`src/rtl/irq_pkg.sv`:
```
package irq_pkg;
  localparam int unsigned IRQ_N_EXT = 6;
  localparam int unsigned IRQ_N_INT = 8;
  localparam int unsigned IRQ_N_SRC = 1 + IRQ_N_EXT + IRQ_N_INT;
  localparam int unsigned IRQ_VEC_W = $clog2(IRQ_N_SRC);
endpackage

```
`src/rtl/irq_edge_det.sv`:
```
module irq_edge_det #(
  parameter int unsigned N = 6
) (
  input  logic         clk,
  input  logic         rst_n,
  input  logic [N-1:0] pin_i,
  input  logic [N-1:0] pol_i,
  output logic [N-1:0] edge_o
);
  for (genvar g = 0; g < N; g++) begin : g_pin
    logic meta_q, sync_q, lvl, lvl_q;
    // polarity applied before edge compare: a polarity flip looks like an edge
    assign lvl = pol_i[g] ? sync_q : ~sync_q;
    always_ff @(posedge clk or negedge rst_n) begin
      if (!rst_n) begin
        meta_q <= 1'b0;
        sync_q <= 1'b0;
        lvl_q  <= 1'b0;
      end else begin
        meta_q <= pin_i[g];
        sync_q <= meta_q;
        lvl_q  <= lvl;
      end
    end
    assign edge_o[g] = lvl & ~lvl_q;
  end
endmodule

```
`src/rtl/irq_req_bank.sv`:
```
module irq_req_bank #(
  parameter int unsigned N = 15
) (
  input  logic         clk,
  input  logic         rst_n,
  input  logic [N-1:0] set_i,
  input  logic [N-1:0] clr_i,
  output logic [N-1:0] req_o
);
  for (genvar g = 0; g < N; g++) begin : g_req
    always_ff @(posedge clk or negedge rst_n) begin
      if (!rst_n)         req_o[g] <= 1'b0;
      else if (set_i[g])  req_o[g] <= 1'b1;   // set wins over clear
      else if (clr_i[g])  req_o[g] <= 1'b0;
    end
  end
endmodule

```
`src/rtl/irq_prio_enc.sv`:
```
module irq_prio_enc #(
  parameter int unsigned N = 15,
  localparam int unsigned VW = $clog2(N)
) (
  input  logic [N-1:0]  elig_i,
  output logic          any_o,
  output logic [VW-1:0] vec_o,
  output logic [N-1:0]  win_o
);
  function automatic logic [VW-1:0] lowest_idx(input logic [N-1:0] v);
    logic [VW-1:0] r;
    r = '0;
    for (int i = N - 1; i >= 0; i--) begin
      if (v[i]) r = VW'(i);
    end
    return r;
  endfunction

  assign any_o = |elig_i;
  assign vec_o = lowest_idx(elig_i);
  assign win_o = any_o ? (N'(1) << vec_o) : '0;
endmodule

```
`src/rtl/irq_ctrl.sv`:
```
module irq_ctrl
  import irq_pkg::*;
#(
  parameter int unsigned N_EXT = IRQ_N_EXT,
  parameter int unsigned N_INT = IRQ_N_INT,
  localparam int unsigned N_SRC = 1 + N_EXT + N_INT,
  localparam int unsigned N_MSK = N_SRC - 1,
  localparam int unsigned VW = $clog2(N_SRC)
) (
  input  logic             clk,
  input  logic             rst_n,
  input  logic [N_EXT-1:0] ext_pin_i,
  input  logic [N_INT-1:0] int_req_i,
  input  logic             brk_req_i,
  input  logic             en_we_i,
  input  logic [N_MSK-1:0] en_wdata_i,
  output logic [N_MSK-1:0] en_o,
  input  logic             clr_we_i,
  input  logic [N_MSK-1:0] clr_wdata_i,
  input  logic             pol_we_i,
  input  logic [N_EXT-1:0] pol_wdata_i,
  output logic [N_EXT-1:0] pol_o,
  input  logic             dis_we_i,
  input  logic             dis_wdata_i,
  output logic             dis_o,
  output logic [N_SRC-1:0] req_o,
  output logic             take_o,
  output logic [VW-1:0]    vec_o,
  input  logic             ack_i
);
  logic [N_EXT-1:0] ext_edge;
  logic [N_SRC-1:0] set_evt, clr_evt, elig, win;
  logic             accept;

  function automatic logic [N_SRC-1:0] eligible(input logic [N_SRC-1:0] r,
                                                input logic [N_MSK-1:0] e,
                                                input logic d);
    return r & {e & {N_MSK{~d}}, 1'b1};
  endfunction

  always_ff @(posedge clk or negedge rst_n) begin
    if (!rst_n) begin
      en_o  <= '0;
      pol_o <= '1;
      dis_o <= 1'b1;
    end else begin
      if (en_we_i)  en_o  <= en_wdata_i;
      if (pol_we_i) pol_o <= pol_wdata_i;
      if (accept)        dis_o <= 1'b1;
      else if (dis_we_i) dis_o <= dis_wdata_i;
    end
  end

  irq_edge_det #(.N(N_EXT)) u_edge (
    .clk(clk), .rst_n(rst_n), .pin_i(ext_pin_i), .pol_i(pol_o), .edge_o(ext_edge)
  );

  assign set_evt = {int_req_i, ext_edge, brk_req_i};
  assign accept  = take_o & ack_i;
  assign clr_evt = ({~clr_wdata_i, 1'b0} & {N_SRC{clr_we_i}}) | (win & {N_SRC{accept}});

  irq_req_bank #(.N(N_SRC)) u_req (
    .clk(clk), .rst_n(rst_n), .set_i(set_evt), .clr_i(clr_evt), .req_o(req_o)
  );

  assign elig = eligible(req_o, en_o, dis_o);

  irq_prio_enc #(.N(N_SRC)) u_prio (
    .elig_i(elig), .any_o(take_o), .vec_o(vec_o), .win_o(win)
  );
endmodule

```
`config.mk`:
```
export PLATFORM = sky130hd
export DESIGN_NAME = irq_ctrl
export DESIGN_NICKNAME = d
export VERILOG_FILES = /design/src/rtl/irq_pkg.sv /design/src/rtl/irq_edge_det.sv /design/src/rtl/irq_req_bank.sv /design/src/rtl/irq_prio_enc.sv /design/src/rtl/irq_ctrl.sv
export SDC_FILE = /design/constraint.sdc
export NUM_CORES = 1
export LEC_CHECK = 0
export BUFFER_PORTS_ARGS = -buffer_cell sky130_fd_sc_hd__buf_2
export CORE_MARGIN = 2
export CORE_UTILIZATION = 51
export CTS_CLUSTER_DIAMETER = 100
export DETAILED_ROUTE_END_ITERATION = 6
export PLACE_DENSITY = 0.85
export SKIP_CTS_REPAIR_TIMING = 1
export SLEW_MARGIN = 10
export SYNTH_ARGS = -nofsm -noshare
export SYNTH_HDL_FRONTEND = slang
export SYNTH_SLANG_ARGS = --single-unit
```
`constraint.sdc`:
```
create_clock -name clk -period 4.55 [get_ports clk]
set_input_delay 0.2275 -clock clk [delete_from_list [all_inputs] [get_ports clk]]
set_output_delay 0.2275 -clock clk [all_outputs]
set_load 0.02 [all_outputs]
```
After elaboration in Yosys (flattened, before gate mapping):

Index checks and enable logic that the tools add are counted.
W data, S select, Z words.

* RAM bits: 0
* bits of input ports: 57
* logic and storage cells: 134
* latch bits: 0
* bits in read-only memories: 0
* output and inout bits: 41
* register bits after elaboration: 54
* memories kept: 0

* $lt $le $gt $ge: 0
* $add $sub $neg: 0
* reductions and logical operators: 17
* $mul: 0
* bitwise gates (word level): 26
* div/mod/pow operators: 0
* muxes and demuxes: 54
* shift operators: 1
* equal/unequal tests: 0

Operators with widths (number)
* $mux W4: 15
* $and A15 B15 Y15: 3
* $mux W1: 38
* $reduce_bool A2 Y1: 16
* $mux W15: 1
* $or A15 B15 Y15: 1
* $reduce_or A15 Y1: 1
* $shl A1 B4 Y15 const A: 1
* $and A14 B14 Y14: 1
* $not A14 Y14: 1
* $not A1 Y1: 13
* $and A1 B1 Y1: 7

Logic depth before layout (Yosys ltp):

* depth in word-level cells: 24
* mapped depth: 6

Modules after synthesis:

A second synthesis with hierarchy kept.

* cells, all modules: 239
* area, all modules: 2514.9 µm²

By module, submodules not included
* irq_ctrl: cells an instance 107, times used 1, sequential area each 534.3 µm², area an instance 1118.6 µm²
* irq_edge_det: cells an instance 30, times used 1, sequential area each 450.4 µm², area an instance 555.5 µm²
* irq_req_bank: cells an instance 45, times used 1, sequential area each 375.4 µm², area an instance 544.3 µm²
* irq_prio_enc: cells an instance 57, times used 1, sequential area each 0.0 µm², area an instance 296.5 µm²

Worst setup path before layout:

No wires, ideal clock.

* path type: register -> output
* start: reg dis_o
* end: out vec_o[0]
* setup slack: 2810 ps
* cell stages (with the launch flop): 6
* arrival: 1513 ps
* cell sequence: dfstp_2 buf_4 a21oi_2 o2111ai_1 a41o_1 a31oi_1

* cells in the longest elaborated chain, start to end: 17

Ends and longest elaborated chain
* start: declaration: RTL line irq_ctrl.sv:25 `output logic dis_o,`
* start signal: assignment: RTL line irq_ctrl.sv:50 `else if (dis_we_i) dis_o <= dis_wdata_i;`
* $not A1 Y1 *: RTL line irq_ctrl.sv:38 `return r & {e & {N_MSK{~d}}, 1'b1};`
* $and A14 B14 Y14 *: RTL line irq_ctrl.sv:38
* $and A15 B15 Y15 *: RTL line irq_ctrl.sv:38
* $mux W4 (12 in a row): RTL line irq_prio_enc.sv:14 `if (v[i]) r = VW'(i);`
* $mux W4 * (2 in a row): RTL line irq_prio_enc.sv:14
* end: declaration: RTL line irq_ctrl.sv:28 `output logic [VW-1:0] vec_o,`

Every way passes the cells marked *; elsewhere a longest branch is shown, timed or not.

Final worst setup path:

* start: reg dis_o
* end: out vec_o[1]

* cells in the longest elaborated chain, start to end: 18

Ends and longest elaborated chain (RTL line)
* $not A1 Y1 *: irq_ctrl.sv:38
* $and A14 B14 Y14 *: irq_ctrl.sv:38
* $and A15 B15 Y15 *: irq_ctrl.sv:38
* $mux W4 (13 in a row): irq_prio_enc.sv:14
* $mux W4 * (2 in a row): irq_prio_enc.sv:14

Marked as above.

==> metrics <==
Flop pwr share 51.4%; share of layout cells above drive strength 1 47.4%; die outline width 72.2 um; most frequent cells after synthesis 47 x dfrtp_1, 20 x mux2_2, 13 x nand2b_1; RSZ-0062 raised after global routing no; Power Density 371 nW/um2; vias per inst 5.53; FP Rows 24; Initial Util 53.8%; clk_skew 6.20 ps; Comb power frac 24.6%; mux share of post-synthesis cell area 9.49%; type of the most critical hold path in -> async; Post-Synth XOR/XNOR Area 2.21%; CP Data Arrival Time 2040 ps; # setup viols final 0; maximum vdd drop 298 uV; clk sinks 54; CTS tree built; 1st-iter DRT viols 84; CTS Root Cell clkbuf_8; status finished, final reports clean; cell area after synthesis 2370 um2; die area 5220 um2; DR pass1 iterations 6; number of diodes 0; number of max-cap violations 0; multi-input combinational cell area 957 um2; Post-synth EDFFs 0; Reg2Reg Setup Slack 2540 ps; relative slew slack 56.3%; via count 1959; vias in the first global route 1953; Max Slew Vio Count 0; CP Class reg -> out; Final Hold Fails 0; Internal Power 0.763 mW; Compound-Gate Fraction of Synth Area 15.8%; H-tree depth 2; Leak Pwr 1.41 nW; IO Count 98; min Tclk post-route 2270 ps; largest family of logic cells by synthesized area compound AO/OA/AOI/OAI gates; dpl hpwl 4220 um; GPL Wtd Cong 0.868; Core ar. 4410 um2; cts bufs inserted 5; adder-cell share of the synthesized area 0%; cell accounting for the most synthesized area dfrtp_1; grt ovf 0; first-pass GRT wire length 8940 um; worst-case reg-to-reg path depth 5; I/O Buffers 97; Area Growth Syn to Fin 28.1%; crit path capture type output port; wire per inst 15.4 um; final WL 5460 um; post-synthesis simple-gate area fraction 12.8%; sw frac 32.4%; post-synthesis net count 253; crit start category register; Cell variety after synth 48; number of remaining DRC errors 0; main flop type after synthesis dfrtp_1; chip height 72.2 um; fin util 68.9%; largest net degree at the start of global routing 55; WP data required 4320 ps; P_sw 0.366 mW; synth top area cells dfrtp_1 50%, mux2_2 9.5%, dfstp_2 7.7%, nand2b_1 3.4%, xnor2_1 2.2%; # fillers 350; Synth top area share 49.6%; final worst path period share 49.8%; Reg clk slew, reported paths 100 ps; Max Root-Sink Buffers 2; Syn Inst Count 196; R2R Path End u_req.req_o[6]$_DFFE_PN0P_; Final #Nets 358; final antenna-violating net count 0; Synth Area per Inst 12.1 um2; Seq/Total Area, Yosys 57.3%; worst reg2reg startpoint dis_o$_DFFE_PN1P_; clock network fraction of total power 23.9%; Worst-Skew Late Latency 310 ps; post-route setup TNS 0 ps; Worst Tran Pin Value 656 ps; worst-path fanout max 14; storage element area 1360 um2; ys async rst share 100%; initial antenna violation count 0; Yosys reg bits 54; Yosys Warn Count 0; count leader, synth dfrtp_1; Max Freq 0.441 GHz; GRT Overall Usage 22.3%
power by group through the flow:
stage | combinational (mW) | sequential [mW] | clock, mW
after floorplan | 0.130 | 0.625 | 0
after global placement | 0.274 | 0.588 | 0
after detailed placement | 0.278 | 0.590 | 0
after CTS | 0.279 | 0.581 | 0.280
after global routing | 0.302 | 0.590 | 0.301
final | 0.278 | 0.581 | 0.270
area by class of cell:
type	count	share of cell area (%)
repair buffers	101	17.2
inverters	11	1.36
multi-input cells	128	31.5
clock buffers	5	2.26
clock inverters	3	0.823
well taps	52	2.14
flip-flops and latches	54	44.7
metrics by stage:
stage                     setup WS (ps)  total power, mW  cell area (um2)  instances  hold WS, ps
after CTS                          2290             1.14             3010        351         5.39
after global placement             2640            0.862             2920        343          333
after floorplan                    2810            0.755             2370        196        -68.1
after global routing               2220             1.19             3040        354         3.30
final                              2280             1.13             3040        354         10.8
after detailed placement           2570            0.868             2920        343          336
worst max-delay path: stages, from the launching register on:
cell	delay [ps]
dfstp_2	720
nand3b_1	150
o22ai_1	80
a221o_1	410
and2_4	210
buf_2	160
logic make-up (layout without fill, tap and decap cells):
logic type	Yosys count	in the layout
AOI/OAI and AO/OA	49	49
xor gates and xnor gates	6	6
buffers and inverters	14	120
DFF	54	54
muxes	20	20
and+or+nand+nor	53	53
state kept, by name, indices dropped and copies added, names as in the netlist:
name                 flops
u_edge.g_pin.lvl_q       6
dis_o                    1
u_req.req_o             15
en_o                    14
pol_o                    6
u_edge.g_pin.sync_q      6
u_edge.g_pin.meta_q      6
layer usage:
layer | wire [um] | vias up | GRT usage (%)
met5 | 0 | - | 0
met4 | 53 | 0 | 6.08
met2 | 2730 | 94 | 38.4
met3 | 471 | 6 | 5.42
li1 | - | 926 | -
met1 | 2210 | 933 | 28.3
worst max-delay path by stage:
stage	from	end	cells after the start
global route	dis_o$_DFFE_PN1P_	vec_o[1]	5
CTS	dis_o$_DFFE_PN1P_	vec_o[1]	5
floorplan	dis_o$_DFFE_PN1P_	vec_o[0]	5
detailed placement	dis_o$_DFFE_PN1P_	u_req.req_o[6]$_DFFE_PN0P_	5
finish	dis_o$_DFFE_PN1P_	vec_o[1]	5
global placement	dis_o$_DFFE_PN1P_	u_req.req_o[6]$_DFFE_PN0P_	5
placed cells by master (no fill, tap or decap), types with 3 or more instances in the layout:
| cell | count |
|---|---|
| dfrtp_1 | 47 |
| clkbuf_8 | 5 |
| dfstp_2 | 7 |
| nand3_1 | 3 |
| nor2_1 | 6 |
| o21ai_0 | 6 |
| nand2_1 | 10 |
| mux2_2 | 20 |
| dlygate4sd3_1 | 3 |
| nor3_1 | 3 |
| inv_1 | 11 |
| nand2b_1 | 13 |
| a31oi_1 | 6 |
| a22oi_1 | 3 |
| a21oi_1 | 10 |
| xnor2_1 | 6 |
| buf_2 | 97 |
Note: power is estimated with default switching activity, not from simulation.
